===== src/rtl/sb_pkg.sv =====
package sb_pkg;
  localparam int NUM_CAUSES = 5;
  localparam int C_EMPTY  = 0;
  localparam int C_HIST   = 1;
  localparam int C_UNIT   = 2;
  localparam int C_DEP    = 3;
  localparam int C_SERIAL = 4;
  typedef logic [NUM_CAUSES-1:0] stall_vec_t;
endpackage


===== src/rtl/sb_dirty_file.sv =====
module sb_dirty_file #(
  parameter int NUM_REGS = 32,
  parameter int NUM_CMPL = 2,
  localparam int REG_W = $clog2(NUM_REGS)
) (
  input  logic                      clk_i,
  input  logic                      rst_ni,
  input  logic                      set_en_i,
  input  logic [REG_W-1:0]          set_idx_i,
  input  logic [NUM_CMPL-1:0]       clr_valid_i,
  input  logic [NUM_CMPL*REG_W-1:0] clr_idx_i,
  input  logic [REG_W-1:0]          rd_a_i,
  input  logic [REG_W-1:0]          rd_b_i,
  input  logic [REG_W-1:0]          rd_c_i,
  output logic                      hit_o
);
  logic [NUM_REGS-1:0] dirty_q, dirty_d;

  for (genvar i = 0; i < NUM_REGS; i++) begin : g_reg
    if (i == 0) begin : g_zero
      assign dirty_d[i] = 1'b0;
    end else begin : g_norm
      logic clr, set;
      always_comb begin
        clr = 1'b0;
        for (int k = 0; k < NUM_CMPL; k++)
          if (clr_valid_i[k] && clr_idx_i[k*REG_W +: REG_W] == REG_W'(i)) clr = 1'b1;
        set = set_en_i && (set_idx_i == REG_W'(i));
        // set wins over a same-cycle clear
        dirty_d[i] = set | (dirty_q[i] & ~clr);
      end
    end
  end

  always_ff @(posedge clk_i or negedge rst_ni)
    if (!rst_ni) dirty_q <= '0;
    else         dirty_q <= dirty_d;

  assign hit_o = dirty_q[rd_a_i] | dirty_q[rd_b_i] | dirty_q[rd_c_i];

  a_r8_reg0_clean: assert property (@(posedge clk_i) disable iff (!rst_ni)
    !dirty_q[0]);

  // a dispatch marks its destination even against a same-cycle clear
  a_r5_set_marks: assert property (@(posedge clk_i) disable iff (!rst_ni)
    set_en_i && set_idx_i != '0 |=> dirty_q[$past(set_idx_i)]);

  for (genvar k = 0; k < NUM_CMPL; k++) begin : g_chk
    logic [REG_W-1:0] cidx;
    assign cidx = clr_idx_i[k*REG_W +: REG_W];
    a_r6_clear_port: assert property (@(posedge clk_i) disable iff (!rst_ni)
      clr_valid_i[k] && !(set_en_i && set_idx_i == cidx) |=> !dirty_q[$past(cidx)]);
  end
endmodule


===== src/rtl/sb_inflight.sv =====
module sb_inflight #(
  parameter int NUM_CMPL = 2,
  parameter int CNT_W    = 6
) (
  input  logic                clk_i,
  input  logic                rst_ni,
  input  logic                disp_i,
  input  logic                disp_serial_i,
  input  logic [NUM_CMPL-1:0] cmpl_valid_i,
  output logic                idle_o,
  output logic                serial_busy_o
);
  logic [CNT_W-1:0] cnt_q, cnt_d, ncmpl;
  logic             serial_q, serial_d;

  always_comb begin
    ncmpl = '0;
    for (int k = 0; k < NUM_CMPL; k++) ncmpl = ncmpl + CNT_W'(cmpl_valid_i[k]);
    cnt_d = cnt_q + CNT_W'(disp_i) - ncmpl;
    if (disp_i && disp_serial_i) serial_d = 1'b1;
    else if (cnt_d == '0)        serial_d = 1'b0;
    else                         serial_d = serial_q;
  end

  always_ff @(posedge clk_i or negedge rst_ni)
    if (!rst_ni) begin
      cnt_q    <= '0;
      serial_q <= 1'b0;
    end else begin
      cnt_q    <= cnt_d;
      serial_q <= serial_d;
    end

  assign idle_o        = (cnt_q == '0);
  assign serial_busy_o = serial_q;

  // completions never outnumber what is in flight
  a_r9_no_underflow: assert property (@(posedge clk_i) disable iff (!rst_ni)
    ({1'b0, cnt_q} + (CNT_W+1)'(disp_i)) >= {1'b0, ncmpl});

  a_r10_serial_release: assert property (@(posedge clk_i) disable iff (!rst_ni)
    serial_q && !disp_i && cnt_q == ncmpl |=> !serial_q);
endmodule


===== src/rtl/sb_cause_eval.sv =====
module sb_cause_eval
  import sb_pkg::*;
#(
  parameter int NUM_UNITS = 4,
  localparam int UNIT_W = $clog2(NUM_UNITS)
) (
  input  logic                 valid_i,
  input  logic [UNIT_W-1:0]    unit_i,
  input  logic [NUM_UNITS-1:0] unit_busy_i,
  input  logic                 hist_full_i,
  input  logic                 dep_hit_i,
  input  logic                 serial_i,
  input  logic                 idle_i,
  input  logic                 serial_busy_i,
  output stall_vec_t           stall_o,
  output logic                 dispatch_o
);
  always_comb begin
    stall_o           = '0;
    stall_o[C_EMPTY]  = !valid_i;
    stall_o[C_HIST]   = hist_full_i;
    stall_o[C_UNIT]   = valid_i && unit_busy_i[unit_i];
    stall_o[C_DEP]    = valid_i && dep_hit_i;
    stall_o[C_SERIAL] = valid_i && (serial_busy_i || (serial_i && !idle_i));
    dispatch_o        = valid_i && (stall_o == '0);
  end
endmodule


===== src/rtl/sb_dispatch_gate.sv =====
module sb_dispatch_gate
  import sb_pkg::*;
#(
  parameter int NUM_REGS  = 32,
  parameter int NUM_UNITS = 4,
  parameter int NUM_CMPL  = 2,
  parameter int CNT_W     = 6,
  localparam int REG_W  = $clog2(NUM_REGS),
  localparam int UNIT_W = $clog2(NUM_UNITS)
) (
  input  logic                      clk_i,
  input  logic                      rst_ni,
  input  logic                      head_valid_i,
  input  logic [REG_W-1:0]          head_src_a_i,
  input  logic [REG_W-1:0]          head_src_b_i,
  input  logic [REG_W-1:0]          head_dst_i,
  input  logic [UNIT_W-1:0]         head_unit_i,
  input  logic                      head_serial_i,
  input  logic [NUM_UNITS-1:0]      unit_busy_i,
  input  logic                      hist_full_i,
  input  logic [NUM_CMPL-1:0]       cmpl_valid_i,
  input  logic [NUM_CMPL*REG_W-1:0] cmpl_dst_i,
  output logic                      dispatch_o,
  output logic [NUM_CAUSES-1:0]     stall_o
);
  logic dep_hit, idle, serial_busy, disp;
  stall_vec_t stall;

  sb_dirty_file #(.NUM_REGS(NUM_REGS), .NUM_CMPL(NUM_CMPL)) u_dirty (
    .clk_i, .rst_ni,
    .set_en_i(disp), .set_idx_i(head_dst_i),
    .clr_valid_i(cmpl_valid_i), .clr_idx_i(cmpl_dst_i),
    .rd_a_i(head_src_a_i), .rd_b_i(head_src_b_i), .rd_c_i(head_dst_i),
    .hit_o(dep_hit)
  );

  sb_inflight #(.NUM_CMPL(NUM_CMPL), .CNT_W(CNT_W)) u_inflight (
    .clk_i, .rst_ni,
    .disp_i(disp), .disp_serial_i(head_serial_i),
    .cmpl_valid_i(cmpl_valid_i),
    .idle_o(idle), .serial_busy_o(serial_busy)
  );

  sb_cause_eval #(.NUM_UNITS(NUM_UNITS)) u_eval (
    .valid_i(head_valid_i), .unit_i(head_unit_i), .unit_busy_i(unit_busy_i),
    .hist_full_i(hist_full_i), .dep_hit_i(dep_hit), .serial_i(head_serial_i),
    .idle_i(idle), .serial_busy_i(serial_busy),
    .stall_o(stall), .dispatch_o(disp)
  );

  assign dispatch_o = disp;
  assign stall_o    = stall;

  a_r2_empty_blocks: assert property (@(posedge clk_i) disable iff (!rst_ni)
    !head_valid_i |-> !dispatch_o && stall_o[C_EMPTY]);
  a_r3_hist_blocks: assert property (@(posedge clk_i) disable iff (!rst_ni)
    hist_full_i |-> !dispatch_o);
  a_r4_unit_blocks: assert property (@(posedge clk_i) disable iff (!rst_ni)
    head_valid_i && unit_busy_i[head_unit_i] |-> !dispatch_o);
  a_r9_serial_alone: assert property (@(posedge clk_i) disable iff (!rst_ni)
    dispatch_o && head_serial_i |-> idle);
  a_r10_serial_fence: assert property (@(posedge clk_i) disable iff (!rst_ni)
    serial_busy |-> !dispatch_o);
endmodule


===== config.mk =====
export PLATFORM = sky130hd
export DESIGN_NAME = sb_dispatch_gate
export DESIGN_NICKNAME = d
export VERILOG_FILES = /design/src/rtl/sb_pkg.sv /design/src/rtl/sb_dirty_file.sv /design/src/rtl/sb_inflight.sv /design/src/rtl/sb_cause_eval.sv /design/src/rtl/sb_dispatch_gate.sv
export SDC_FILE = /design/constraint.sdc
export NUM_CORES = 1
export LEC_CHECK = 0
export BUFFER_PORTS_ARGS = -buffer_cell sky130_fd_sc_hd__buf_2
export CORE_MARGIN = 3
export CORE_UTILIZATION = 27
export CTS_BUF_LIST = sky130_fd_sc_hd__clkbuf_4
export DETAILED_ROUTE_END_ITERATION = 6
export SYNTH_ARGS = -nofsm -noshare
export SYNTH_HDL_FRONTEND = slang
export SYNTH_SLANG_ARGS = --single-unit

===== constraint.sdc =====
create_clock -name clk_i -period 3.76 [get_ports clk_i]
set_clock_uncertainty 0.1 [all_clocks]
set_input_delay 0.188 -clock clk_i [delete_from_list [all_inputs] [get_ports clk_i]]
set_output_delay 0.188 -clock clk_i [all_outputs]
set_load 0.05 [all_outputs]

==> results by stage, run 1 <==
Global route:
- The number of global-route vias before repair is 3235.
- The global-route usage over all layers is 0.156.
- The first global-routing pass estimated 17800 um of wire.
- The initial antenna violation count is 0.
- The largest net degree at the start of global routing is 39.
- For this run the aggregate overflow at the end of global routing stands at 0.

Worst setup path:
- The worst setup path is captured at a flip-flop.
- For flop-to-flop paths, the worst setup slack is 0.15 ns.
- The origin of the worst setup path is u_dirty.dirty_q[13].
- The count of buffering cells on the critical path with inverters included is 0.
- STA puts the critical path data arrival time at 3.74 ns.
- Of all nets on the critical path, the largest fanout is 4.
- The reg-to-reg critical path endpoint is u_inflight.serial_busy_o.
- Measured in cells, the most critical reg-to-reg path has a length of 11.
- The gate family responsible for the most delay along the worst path is simple AND/OR/NAND/NOR gates.
- The type of origin of the critical path is a flip-flop.
- By startpoint and endpoint, the worst setup path is classified as reg2reg.
- The critical path goes through mux4_1, mux2i_1, a221oi_1, o21ai_2, nand4b_4, and2b_1, ha_1, fa_2, or4_1, o31ai_1, o21ai_1.
- The cell type of the slowest stage on the worst timing path is or4_1.
- The worst reg2reg path startpoint is u_dirty.dirty_q[13].
- For the worst setup path, the data required time is 3.89 ns.
- For this run, the slowest stage of the critical path takes 0.52 ns.

Routing:
- The remaining number of nets flagged by the antenna check after routing is 0.
- The average wire per standard cell is 18.6 um.
- In the routed design, unresolved DRC markers number 0.
- After detailed routing, the number of vias per cell comes to 5.55.
- The first detailed-routing pass ran for 6 iterations.
- The vias after detailed routing is 3283.
- The total length of routed wires is 11000 um.
- After the first detailed-routing iteration, the DRC count stood at 361.

Job:
- Across the run, the number of max-cap violations was 0.

Power and ir drop:
- For this design the static power due to leakage is 1.64 nW.
- The peak supply drop is 0.000345 V.
- The areal power density over the cells is 335 nW/um2.

Floorplanning:
- The floorplan has 40 rows.
- The number of primary I/O pins is 44.
- The horizontal die dimension is 119 um.
- The initial standard-cell utilization of the core is 0.281.
- The die covers 14200 um2.
- The die span in y is 119 um.
- The core box area is 12300 um2.

Worst hold path:
- The worst hold path terminates at u_dirty.dirty_q[28].
- The path category of the worst min-delay check is in2reg.
- In this run the most critical hold path is launched from cmpl_dst_i[8].
- Counting instances, the worst hold path has a depth of 4.

Clock tree:
- For the worst-skew pair, the clock arrives at the later sink with an insertion delay of 0.35 ns.
- The clock edge transition at the registers on the reported setup and hold paths is 0.12 ns.
- The number of clock buffers inserted by TritonCTS is 5.
- Counting along the longest clock path gives a buffer depth of 2.
- The TritonCTS clock tree is built.
- The clock net in this run drives a total of 38 sinks.
- In this run the number of H-tree levels came out at 2.
- The clock root buffer is clkbuf_4.

STA:
- The final period demand of the worst path is 3.61 ns.
- The worst hold margin is 0.178 ns.
- The final worst slack is 0.148 ns.
- The portion of the clock cycle consumed by the worst path in the final layout is 0.961.
- The headroom to the max-slew limit is 0.358.
- The final number of hold-violating endpoints was 0.
- For the pin with the worst max-slew slack, the measured transition is 0.963 ns.
- The final-report setup violation count is 0.
- The timing-limited maximum frequency is 277 MHz.
- The final-report max-slew violation count is 0.
- The setup TNS is 0 ns.

Layout:
- The synthesis-to-layout area growth is 15.5%.
- The post-route standard cell area excluding fillers is 3980 um2.
- In the final layout, the share of cells above drive strength 1 is 0.291.
- The diode insertion count for antenna repair is 0.
- The number of nets at the end of the flow is 471.
- Leaving out filler cells and counting taps, the final layout contains 591.
- The number of filler instances in the final layout is 1275.

Placement:
- The number of buffers added on ports is 43.
- Summed over all nets, the half-perimeter wirelength after detailed placement is 8410 um.
- After detailed placement, the total cell area comes to 3830 um2.
- The pre-CTS setup slack is -0.0103 ns.
- The number of placed instances, taps included, is 575.
- The global placement routability congestion is 0.881.

Synthesis:
- During synthesis, Yosys emitted a total of 0 warnings.
- The share of synthesized registers carrying an async set or reset is 1.00.
- The number of standard cells after synthesis is 377.
- The most used flip-flop cell after synthesis is dfrtp_1.
- The cell area that synthesis handed to floorplanning was 3450 um2.
- Counting flops and latches in the post-synthesis netlist gives 38.
- The count of different cell masters after synthesis is 46.
- A synthesized cell averages 9.14 um2.
- For this run, the register share of the synthesized area comes to 0.276.
- Counting flops with a built-in enable in the synthesized netlist gives 0.
- The number of nets in the synthesized netlist is 426.

Run status:
- The flow ran to the end, and the final reports show no timing, DRC or antenna violations.
layer usage:
layer	up-vias	wire length, um	global-route usage
met5	-	0	0
met4	0	209	0.0398
met3	20	861	0.0290
met2	146	4650	0.225
met1	1591	5280	0.238
li1	1526	-	-
cells in the mapped netlist, types with 2 or more instances:
| cell type | instances | share of area |
|---|---|---|
| xor2_1 | 2 | 0.0051 |
| mux4_2 | 4 | 0.026 |
| dfrtp_1 | 38 | 0.28 |
| and3_1 | 3 | 0.0054 |
| a21oi_1 | 6 | 0.0087 |
| buf_2 | 3 | 0.0044 |
| nand3_1 | 7 | 0.010 |
| buf_1 | 4 | 0.0044 |
| mux4_1 | 4 | 0.031 |
| mux2i_1 | 26 | 0.076 |
| o21ai_2 | 31 | 0.079 |
| nand2b_1 | 6 | 0.011 |
| clkbuf_1 | 15 | 0.016 |
| a32oi_1 | 8 | 0.020 |
| nor3_1 | 4 | 0.0058 |
| inv_1 | 13 | 0.014 |
| a221oi_1 | 7 | 0.018 |
| o21ai_0 | 2 | 0.0029 |
| ha_1 | 10 | 0.036 |
| nand4_1 | 17 | 0.031 |
| nor2b_1 | 20 | 0.036 |
| a22oi_1 | 27 | 0.059 |
| mux2_2 | 6 | 0.020 |
| nand4b_1 | 15 | 0.038 |
| nor2_1 | 21 | 0.023 |
| buf_4 | 2 | 0.0044 |
| nand2_1 | 43 | 0.047 |
| o31ai_1 | 2 | 0.0044 |
| a2111oi_0 | 4 | 0.010 |
| buf_6 | 6 | 0.020 |
| and2_1 | 6 | 0.011 |
layout make-up:
type | count | area, um2 | share of cell area
clock inverter | 3 | 16.3 | 0.00409
inverter | 13 | 48.8 | 0.0123
timing repair buffer | 68 | 408 | 0.102
sequential | 38 | 953 | 0.240
clock buffer | 5 | 37.5 | 0.00943
multi-input combinational | 296 | 2310 | 0.579
tap | 168 | 210 | 0.0528
state kept, by name, summed over array words and instances, names as in the netlist:
| register | flops |
|---|---|
| u_dirty.dirty_q | 31 |
| u_inflight.cnt_q | 6 |
| u_inflight.serial_busy_o | 1 |
repair_timing:
action	4_1_cts	5_1_grt
gates resized for setup	2	10
hold endpoints to repair	39	0
buffers inserted	0	6
hold buffers	2	0
setup endpoints to repair	1	1
pin swaps	0	2
worst reg2reg max path, stage by stage (launching register included):
cell and delay (ns):
dfrtp_2 0.48, mux4_1 0.51, mux2i_1 0.16, a221oi_1 0.11
o21ai_2 0.19, nand4b_4 0.16, and2b_1 0.26, ha_1 0.21
fa_2 0.46, or4_1 0.52, o31ai_1 0.24, o21ai_1 0.10
worst max-delay path by stage:
stage / to / depth (start not counted)
floorplan: u_inflight.serial_busy_o / 11
global placement: u_inflight.serial_busy_o / 13
detailed placement: u_inflight.serial_busy_o / 11
CTS: u_inflight.serial_busy_o / 11
global route: u_inflight.serial_busy_o / 11
finish: u_inflight.serial_busy_o / 11
report_power, final:
group,total (W),internal (W),switching [W]
clock network,0.000221,0.0000697,0.000151
registers,0.000497,0.000463,0.0000337
logic,0.000616,0.000241,0.000375
layout by cell type (no fill, tap or decap), types with 13 or more instances in the layout:
master / netlist / layout
nand2_1: 43 / 43
buf_2: 3 / 43
dfrtp_1: 38 / 36
o21ai_2: 31 / 31
a22oi_1: 27 / 27
mux2i_1: 26 / 26
buf_4: 2 / 23
nor2_1: 21 / 21
nor2b_1: 20 / 20
nand4_1: 17 / 17
nand4b_1: 15 / 15
inv_1: 13 / 13
kinds of logic after synthesis:
kind of cell / synth area share
xor+xnor: 0.00763
simple gates: 0.243
mux: 0.152
flops: 0.276
buf+inv: 0.0632
compound gates: 0.217
fa+ha+maj: 0.0421
metrics by stage:
stage | power [W] | util
2_1_floorplan | 0.000935 | -
3_3_place_gp | 0.00107 | 0.312
3_5_place_dp | 0.00109 | 0.312
4_1_cts | 0.00132 | 0.319
5_1_grt | 0.00144 | 0.325
6_report | 0.00133 | 0.325
(Power assumes the default switching activity.)
==> run 2: changes to the inputs <==
--- a/config.mk
+++ b/config.mk
@@ -12,2 +12,3 @@
 export DETAILED_ROUTE_END_ITERATION = 6
+export RECOVER_POWER = 50
 export SYNTH_ARGS = -nofsm -noshare
==> constraint.sdc (replaced) <==
create_clock -name clk_i -period 3.7 [get_ports clk_i]
set_clock_uncertainty 0.1 [all_clocks]
set_input_delay 0.37 -clock clk_i [delete_from_list [all_inputs] [get_ports clk_i]]
set_output_delay 0.37 -clock clk_i [all_outputs]
set_load 0.05 [all_outputs]
==> run 2 against run 1 <==
  * The flow now finishes with violations (capacitance limit, slew limit)
  * First-iteration DRC count shrank 11%
  * Combinational power grew 5.5%
  * Setup slack lost 0.058 ns
  * Via count grew 0.70%
  * Register-to-register slack lost 0.06 ns
  * Sequential power grew 2%
  * Core utilization is essentially flat
  * Wire length grew 0.85%
  * Clock power grew 29%
  * Global-route usage shrank 0.42 points
  * Power grew 7.9%
  * Critical path type unchanged
  * Largest cell class unchanged
==> results by stage, run 2 (synthesis results as in run 1) <==
Clock tree:
- The TritonCTS clock tree is built (unchanged).
- The clock root buffer is clkbuf_4 (unchanged).
- The number of clock buffers inserted by TritonCTS is 5 (unchanged).
- The count of hold-fix buffers inserted at cts is 0 (was 2).
- The TritonCTS sink count is 38 (unchanged).
- The maximum root-to-sink buffer count was 2 (unchanged).
- The clock edge transition at the registers on the reported setup and hold paths is 0.13 ns (was 0.12 ns).
- The level count of the clock H-tree is 2 (unchanged).
- The worst-skew pair later-pin latency came to 0.36 ns (was 0.35 ns).

Floorplanning:
- The number of primary I/O pins is 44 (unchanged).
- The core box area is 12300 um2 (unchanged).
- The die footprint was 14200 um2 (unchanged).
- The initial standard-cell utilization of the core is 0.281 (unchanged).
- The site row count is 40 (unchanged).
- The horizontal die dimension is 119 um (unchanged).
- The die span in y is 119 um (unchanged).

Layout:
- The layout cell share with drive strength beyond 1 is 0.282 (was 0.291).
- The post-route standard cell area excluding fillers is 3980 um2 (about the same).
- The number of flip-flops under the largest register name is 31 (unchanged).
- The synthesis-to-layout area growth is 15.5% (about the same).
- The library cell used most frequently in the layout, excluding fill and tap cells, is nand2_1.
- The register with the most flip-flops is u_dirty.dirty_q (unchanged).
- The diode insertion count for antenna repair is 0 (unchanged).
- The number of nets at the end of the flow was 468 (was 471).
- Commonest cells after routing, fill and taps aside: nand2_1, buf_2, dfrtp_1 (unchanged).

Global route:
- The first-pass GRT wire length is 17300 um (was 17800 um).
- The global-route usage over all layers came to 0.152 (was 0.156).
- The number of global-route vias before repair is 3209 (was 3235).
- The total grt overflow is 0 (unchanged).
- The largest net degree at the start of global routing was 39 (unchanged).
- The initial antenna violation count is 0 (unchanged).

Worst setup path:
- The highest fanout seen on the critical path was 3 (was 4).
- The required time at the endpoint of the critical path is 3.84 ns (was 3.89 ns).
- The cell type of the slowest stage on the worst timing path is or4_1 (unchanged).
- The maximum cell stage delay along the critical path is 0.52 ns (about the same).
- The endpoint arrival time on the critical path came to 3.75 ns (was 3.74 ns).
- The type of origin of the critical path is a flip-flop (unchanged).
- The category of the critical setup timing path is reg2reg (unchanged).
- Cells along the critical path: buf_4, mux4_2, nor2b_1, a221oi_1, o21ai_2, nand4b_4, and2b_4, ha_4, fa_2, or4_1, o31ai_1, o21ai_1 (was mux4_1, mux2i_1, a221oi_1, o21ai_2, nand4b_4, and2b_1, ha_1, fa_2, or4_1, o31ai_1, o21ai_1).
- The type of destination of the critical path is a flip-flop (unchanged).

Power and ir drop:
- The peak supply drop is 0.000428 V (was 0.000345 V).
- The leakage power is 1.63 nW (was 1.64 nW).
- The total power of the final layout is 0.00144 W (was 0.00133 W).
- The areal power density over the cells was 362 nW/um2 (was 335 nW/um2).

STA:
- The headroom to the max-slew limit is -0.438 (was 0.358).
- The setup TNS is 0 ns (unchanged).
- The slew at the pin closest to its max-slew limit was 2.16 ns (was 0.963 ns).
- The final-report setup violation count is 0 (unchanged).
- The final number of hold-violating endpoints is 0 (unchanged).
- The final worst slack was 0.0893 ns (was 0.148 ns).
- The portion of the clock cycle consumed by the worst path in the final layout is 0.976 (was 0.961).
- The timing-limited maximum frequency is 277 MHz (about the same).
- The final-report max-slew violation count was 39 (was 0).
- The final period demand of the worst path is 3.61 ns (about the same).
- The worst hold margin came to 0.145 ns (was 0.178 ns).

Placement:
- The global placement routability congestion is 0.857 (was 0.881).
- The pre-CTS setup slack is -0.125 ns (was -0.0103 ns).
- The number of buffers added on ports came to 43 (unchanged).
- The instance area after placement is 3880 um2 (was 3830 um2).
- The half-perimeter wire length after placement is 8440 um (was 8410 um).

Worst hold path:
- The path category of the worst min-delay check is in2reg (unchanged).

Run status:
- The final reports fail on capacitance limit, slew limit.
- Status: finished with violations (was complete, no violations).

Routing:
- The via density per instance is 5.63 (was 5.55).
- The number of DRC violations after detailed-routing iteration 0 was 323 (was 361).
- The total length of routed wires came to 11100 um (was 11000 um).
- The average wire per standard cell is 18.9 um (was 18.6 um).
- The vias after detailed routing came to 3306 (was 3283).
- The remaining number of nets flagged by the antenna check after routing is 0 (unchanged).
- The count of unresolved DRC violations after routing is 0 (unchanged).
- The number of iterations in the first detailed-routing pass is 5 (was 6).

Job:
- The number of maximum-capacitance constraint violations is 1 (was 0).
==> run 2: cell count changes in the layout (fill, tap and decap cells not counted), sizes merged <==
| cell | previous run | this run |
|---|---|---|
| clkinv | 2 | 1 |
| bufinv | 0 | 1 |
| clkbuf | 5 | 8 |
| buf | 66 | 62 |
| dlygate4sd3 | 2 | 0 |
| clkinvlp | 1 | 0 |
==> run 2: worst max-delay path, delay by kind of cell (launching register included) <==
kind                     cells  cell delay [ns]
flip-flops                   1             0.44
AO/OA/AOI/OAI                4             0.62
multiplexers                 1             0.44
AND/OR/NAND/NOR              4             1.13
buffers and inverters        1             0.16
adder cells (fa/ha/maj)      2             0.59
==> run 2: repair_timing <==
action	in CTS	in global routing
setup endpoints to repair	0	1
setup buffers	0	1
resized for setup	0	9
==> run 2: path summary, 6_finish.rpt <==
| path | startpoint | to | slack [ns] | depth (start not counted) |
|---|---|---|---|---|
| hold reg to reg | u_inflight.serial_busy_o | u_inflight.serial_busy_o | 0.46 | 2 |
| max in group asynchronous | rst_ni | u_dirty.dirty_q[5] | 1.59 | 1 |
| hold / removal | head_serial_i | u_inflight.serial_busy_o | 0.15 | 3 |
| setup / recovery | u_dirty.dirty_q[6] | u_inflight.serial_busy_o | 0.09 | 12 |
| setup reg to reg | u_dirty.dirty_q[6] | u_inflight.serial_busy_o | 0.09 | 12 |
| min in group asynchronous | rst_ni | u_inflight.cnt_q[4] | 0.53 | 1 |
==> run 2: routing by layer <==
metal,vias to the layer above,share of wire,global-route usage
li1,1514,-,-
met1,1641,0.49,0.228
met2,137,0.44,0.228
met3,14,0.058,0.0256
met4,0,0.010,0.0326
met5,-,0,0
==> run 2: power by group <==
part | switching, W | leakage (nW) | internal, W
sequential | 0.0000342 | 0.511 | 0.000471
clock | 0.000148 | 0.0387 | 0.000137
combinational | 0.000382 | 1.08 | 0.000268
==> run 2: layout make-up <==
cell class	count	area, um2
tap	168	210
clock buffer	5	37.5
clock inverter	2	33.8
sequential	38	953
fill	1266	8280
inverter	13	48.8
multi-input combinational	296	2310
timing repair buffer	65	389
==> run 2: stage by stage <==
step,utilization,instances
after CTS,0.322,587
after detailed placement,0.317,580
after floorplan,-,377
after global placement,0.317,580
after global routing,0.325,587
final,0.325,587
==> run 3: changes to the inputs <==
Settings changed: CORE_UTILIZATION 27 to 55, HOLD_SLACK_MARGIN set to 0.06, PLACE_DENSITY set to 0.76.
==> run 3 against run 2 <==
  * The flow still finishes with violations (capacitance limit, slew limit)
  * Register-to-register slack better by 0.08 ns
  * Clock power is 1% higher
  * Count of clock-buffer cells in the layout stayed put
  * Global-route usage is 13 points higher
  * Largest cell class unchanged
  * Combinational power is 5.4% higher
  * Wire length is 12% lower
  * Die area is 49% lower
==> results by stage, run 3 (synthesis results as in run 1) <==
Power and ir drop:
- The fraction of power consumed by combinational cells was 0.464 (was 0.451).
- The peak supply drop is 0.000629 V (was 0.000428 V).
- The areal power density over the cells is 380 nW/um2 (was 362 nW/um2).
- The switching power of the nets is 0.000577 W (was 0.000565 W).
- The share of total power consumed by net switching came to 0.391 (was 0.392).
- The sequential power share is 0.341 (was 0.351).
- The internal portion of total power came to 0.000900 W (was 0.000875 W).
- The clock network fraction of total power was 0.196 (was 0.198).
- The leakage power is 1.64 nW (was 1.63 nW).

STA:
- The final period demand of the worst path is 3.53 ns (was 3.61 ns).
- The headroom to the max-slew limit is -0.388 (was -0.438).
- The setup TNS is 0 ns (unchanged).
- The final-report setup violation count is 0 (unchanged).
- The slew at the pin closest to its max-slew limit was 2.08 ns (was 2.16 ns).
- The final number of hold-violating endpoints is 0 (unchanged).
- The portion of the clock cycle consumed by the worst path in the final layout is 0.955 (was 0.976).
- The timing-limited maximum frequency came to 283 MHz (was 277 MHz).
- The final-report max-slew violation count came to 39 (unchanged).
- The final worst slack was 0.165 ns (was 0.0893 ns).

Worst setup path:
- The endpoint arrival time on the critical path was 3.67 ns (was 3.75 ns).
- The number of gates on the worst path with buffers counted is 12 (unchanged).
- The gate family responsible for the most delay along the worst path is simple AND/OR/NAND/NOR gates (unchanged).
- The worst reg2reg path startpoint is u_dirty.dirty_q[7] (was u_dirty.dirty_q[6]).
- The required time at the endpoint of the critical path is 3.84 ns (about the same).
- The highest fanout seen on the critical path came to 3 (unchanged).
- The maximum cell stage delay along the critical path came to 0.54 ns (was 0.52 ns).
- The cell type of the slowest stage on the worst timing path was or4_4 (was or4_1).
- The reg-to-reg critical path endpoint is u_inflight.serial_busy_o (unchanged).
- The count of buffering cells on the critical path with inverters included came to 1 (unchanged).
- The type of origin of the critical path is a flip-flop (unchanged).
- The category of the critical setup timing path is reg2reg (unchanged).
- The type of destination of the critical path is a flip-flop (unchanged).
- The capture point of the critical path is u_inflight.serial_busy_o (unchanged).
- Cells along the critical path: buf_4, mux4_2, nor2b_1, nor4_1, a41oi_2, nand4b_4, and2b_4, ha_2, fa_2, or4_4, o31ai_2, o21ai_1 (was buf_4, mux4_2, nor2b_1, a221oi_1, o21ai_2, nand4b_4, and2b_4, ha_4, fa_2, or4_1, o31ai_1, o21ai_1).
- The worst-case register-to-register setup slack is 0.17 ns (was 0.09 ns).
- The count of cells along the worst register-to-register path is 12 (unchanged).
- The origin of the worst setup path is u_dirty.dirty_q[7] (was u_dirty.dirty_q[6]).

Layout:
- The layout cell share with drive strength beyond 1 came to 0.294 (was 0.282).
- The register with the most flip-flops is u_dirty.dirty_q (unchanged).
- The most frequent standard cell in the layout excluding fill and tap cells is nand2_1 (unchanged).
- The number of nets at the end of the flow is 470 (was 468).
- The number of flip-flops under the largest register name is 31 (unchanged).
- The synthesis-to-layout area growth is 12.8% (was 15.5%).
- Commonest cells after routing, fill and taps aside: nand2_1, buf_2, dfrtp_1 (unchanged).
- The diode insertion count for antenna repair is 0 (unchanged).
- The number of filler instances in the final layout was 521 (was 1266).
- The final cell utilization of the core is 0.649 (was 0.325).

Placement:
- The half-perimeter wire length after placement is 7540 um (was 8440 um).
- The pre-CTS setup slack is -0.0447 ns (was -0.125 ns).
- The global placement routability congestion was 0.962 (was 0.857).
- The number of buffers added on ports is 43 (unchanged).

Routing:
- The count of unresolved DRC violations after routing is 0 (unchanged).
- The average wire per standard cell is 19.6 um (was 18.9 um).
- The via density per instance is 6.65 (was 5.63).
- The vias after detailed routing is 3306 (unchanged).
- The remaining number of nets flagged by the antenna check after routing was 0 (unchanged).
- The total length of routed wires came to 9730 um (was 11100 um).
- The number of DRC violations after detailed-routing iteration 0 is 237 (was 323).
- The number of iterations in the first detailed-routing pass is 5 (unchanged).

Global route:
- The largest net degree at the start of global routing was 39 (unchanged).
- The total grt overflow is 0 (unchanged).
- The number of global-route vias before repair is 3132 (was 3209).
- The first-pass GRT wire length is 16000 um (was 17300 um).
- The global-route usage over all layers is 0.280 (was 0.152).
- The initial antenna violation count came to 0 (unchanged).

Clock tree:
- The maximum root-to-sink buffer count was 2 (unchanged).
- The TritonCTS clock tree is built (unchanged).
- The clock edge transition at the registers on the reported setup and hold paths is 0.13 ns (about the same).
- The worst-skew pair later-pin latency is 0.36 ns (about the same).
- The number of clock buffers inserted by TritonCTS is 5 (unchanged).
- The TritonCTS sink count is 38 (unchanged).
- The clock root buffer is clkbuf_4 (unchanged).
- The level count of the clock H-tree is 2 (unchanged).

Floorplanning:
- The die span in y is 85.2 um (was 119 um).
- The initial standard-cell utilization of the core was 0.575 (was 0.281).
- The site row count was 28 (was 40).
- The horizontal die dimension is 85.2 um (was 119 um).
- The number of primary I/O pins is 44 (unchanged).
- The die footprint is 7250 um2 (was 14200 um2).
- The core box area is 5990 um2 (was 12300 um2).

Run status:
- Status: finished with violations (unchanged).
- Violations in the final reports: capacitance limit, slew limit (unchanged).

Worst hold path:
- The path category of the worst min-delay check is in2reg (unchanged).

Job:
- The number of maximum-capacitance constraint violations is 1 (unchanged).
run 3: changes by cell type in the layout (fill, tap and decap cells not counted), moves of 2 or more:
cell / previous run / this run
a2111oi_1: 0 / 2
clkinvlp_4: 0 / 2
buf_4: 21 / 23
a2111oi_0: 3 / 1
run 3: routing by layer:
layer	vias up	GRT usage	part of all wire
li1	1521	-	-
met4	0	0.0993	0.022
met3	29	0.0388	0.070
met2	152	0.477	0.50
met1	1604	0.365	0.41
met5	-	0	0
run 3: how the worst min path moves through the flow:
stage / startpoint / endpoint / cells past startpoint
2_1_floorplan: rst_ni / u_dirty.dirty_q[10] / 0
3_3_place_gp: u_inflight.serial_busy_o / u_inflight.serial_busy_o / 2
3_5_place_dp: u_inflight.serial_busy_o / u_inflight.serial_busy_o / 2
4_1_cts: head_serial_i / u_inflight.serial_busy_o / 3
5_1_grt: head_serial_i / u_inflight.serial_busy_o / 3
6_report: head_serial_i / u_inflight.serial_busy_o / 3
run 3: worst min-delay path, stage by stage:
cell,delay (ns)
buf_2,0.10
nand2_1,0.05
o21ai_1,0.05
run 3: power by group through the flow:
stage	registers (W)	logic, W	clock network (W)
after floorplan	0.000499	0.000452	0
after global placement	0.000510	0.000615	0
after detailed placement	0.000510	0.000633	0
after CTS	0.000501	0.000637	0.000293
after global routing	0.000508	0.000760	0.000308
final	0.000503	0.000685	0.000289
run 3: cell type report:
type / count / area, um2 / share of cell area
clock buffer: 5 / 37.5 / 0.00966
clock inverter: 3 / 45.0 / 0.0116
inverter: 13 / 48.8 / 0.0126
multi-input combinational: 296 / 2320 / 0.596
sequential: 38 / 952 / 0.245
tap: 75 / 93.8 / 0.0241
timing repair buffer: 67 / 394 / 0.101
run 3: stage by stage:
stage,instances,power (W),hold WS [ns],instance area (um2)
2_1_floorplan,377,0.000951,-0.0256,3450
3_3_place_gp,484,0.00112,0.386,3730
3_5_place_dp,484,0.00114,0.398,3730
4_1_cts,493,0.00143,0.151,3820
5_1_grt,497,0.00158,0.152,3890
6_report,497,0.00148,0.140,3890
run 3: what timing repair did:
| item | 4_1_cts | 5_1_grt |
|---|---|---|
| hold endpoints to repair | 38 | 0 |
| hold buffers | 1 | 0 |
| resized for setup | 0 | 13 |
| buffers inserted | 0 | 4 |
| setup endpoints to repair | 0 | 1 |
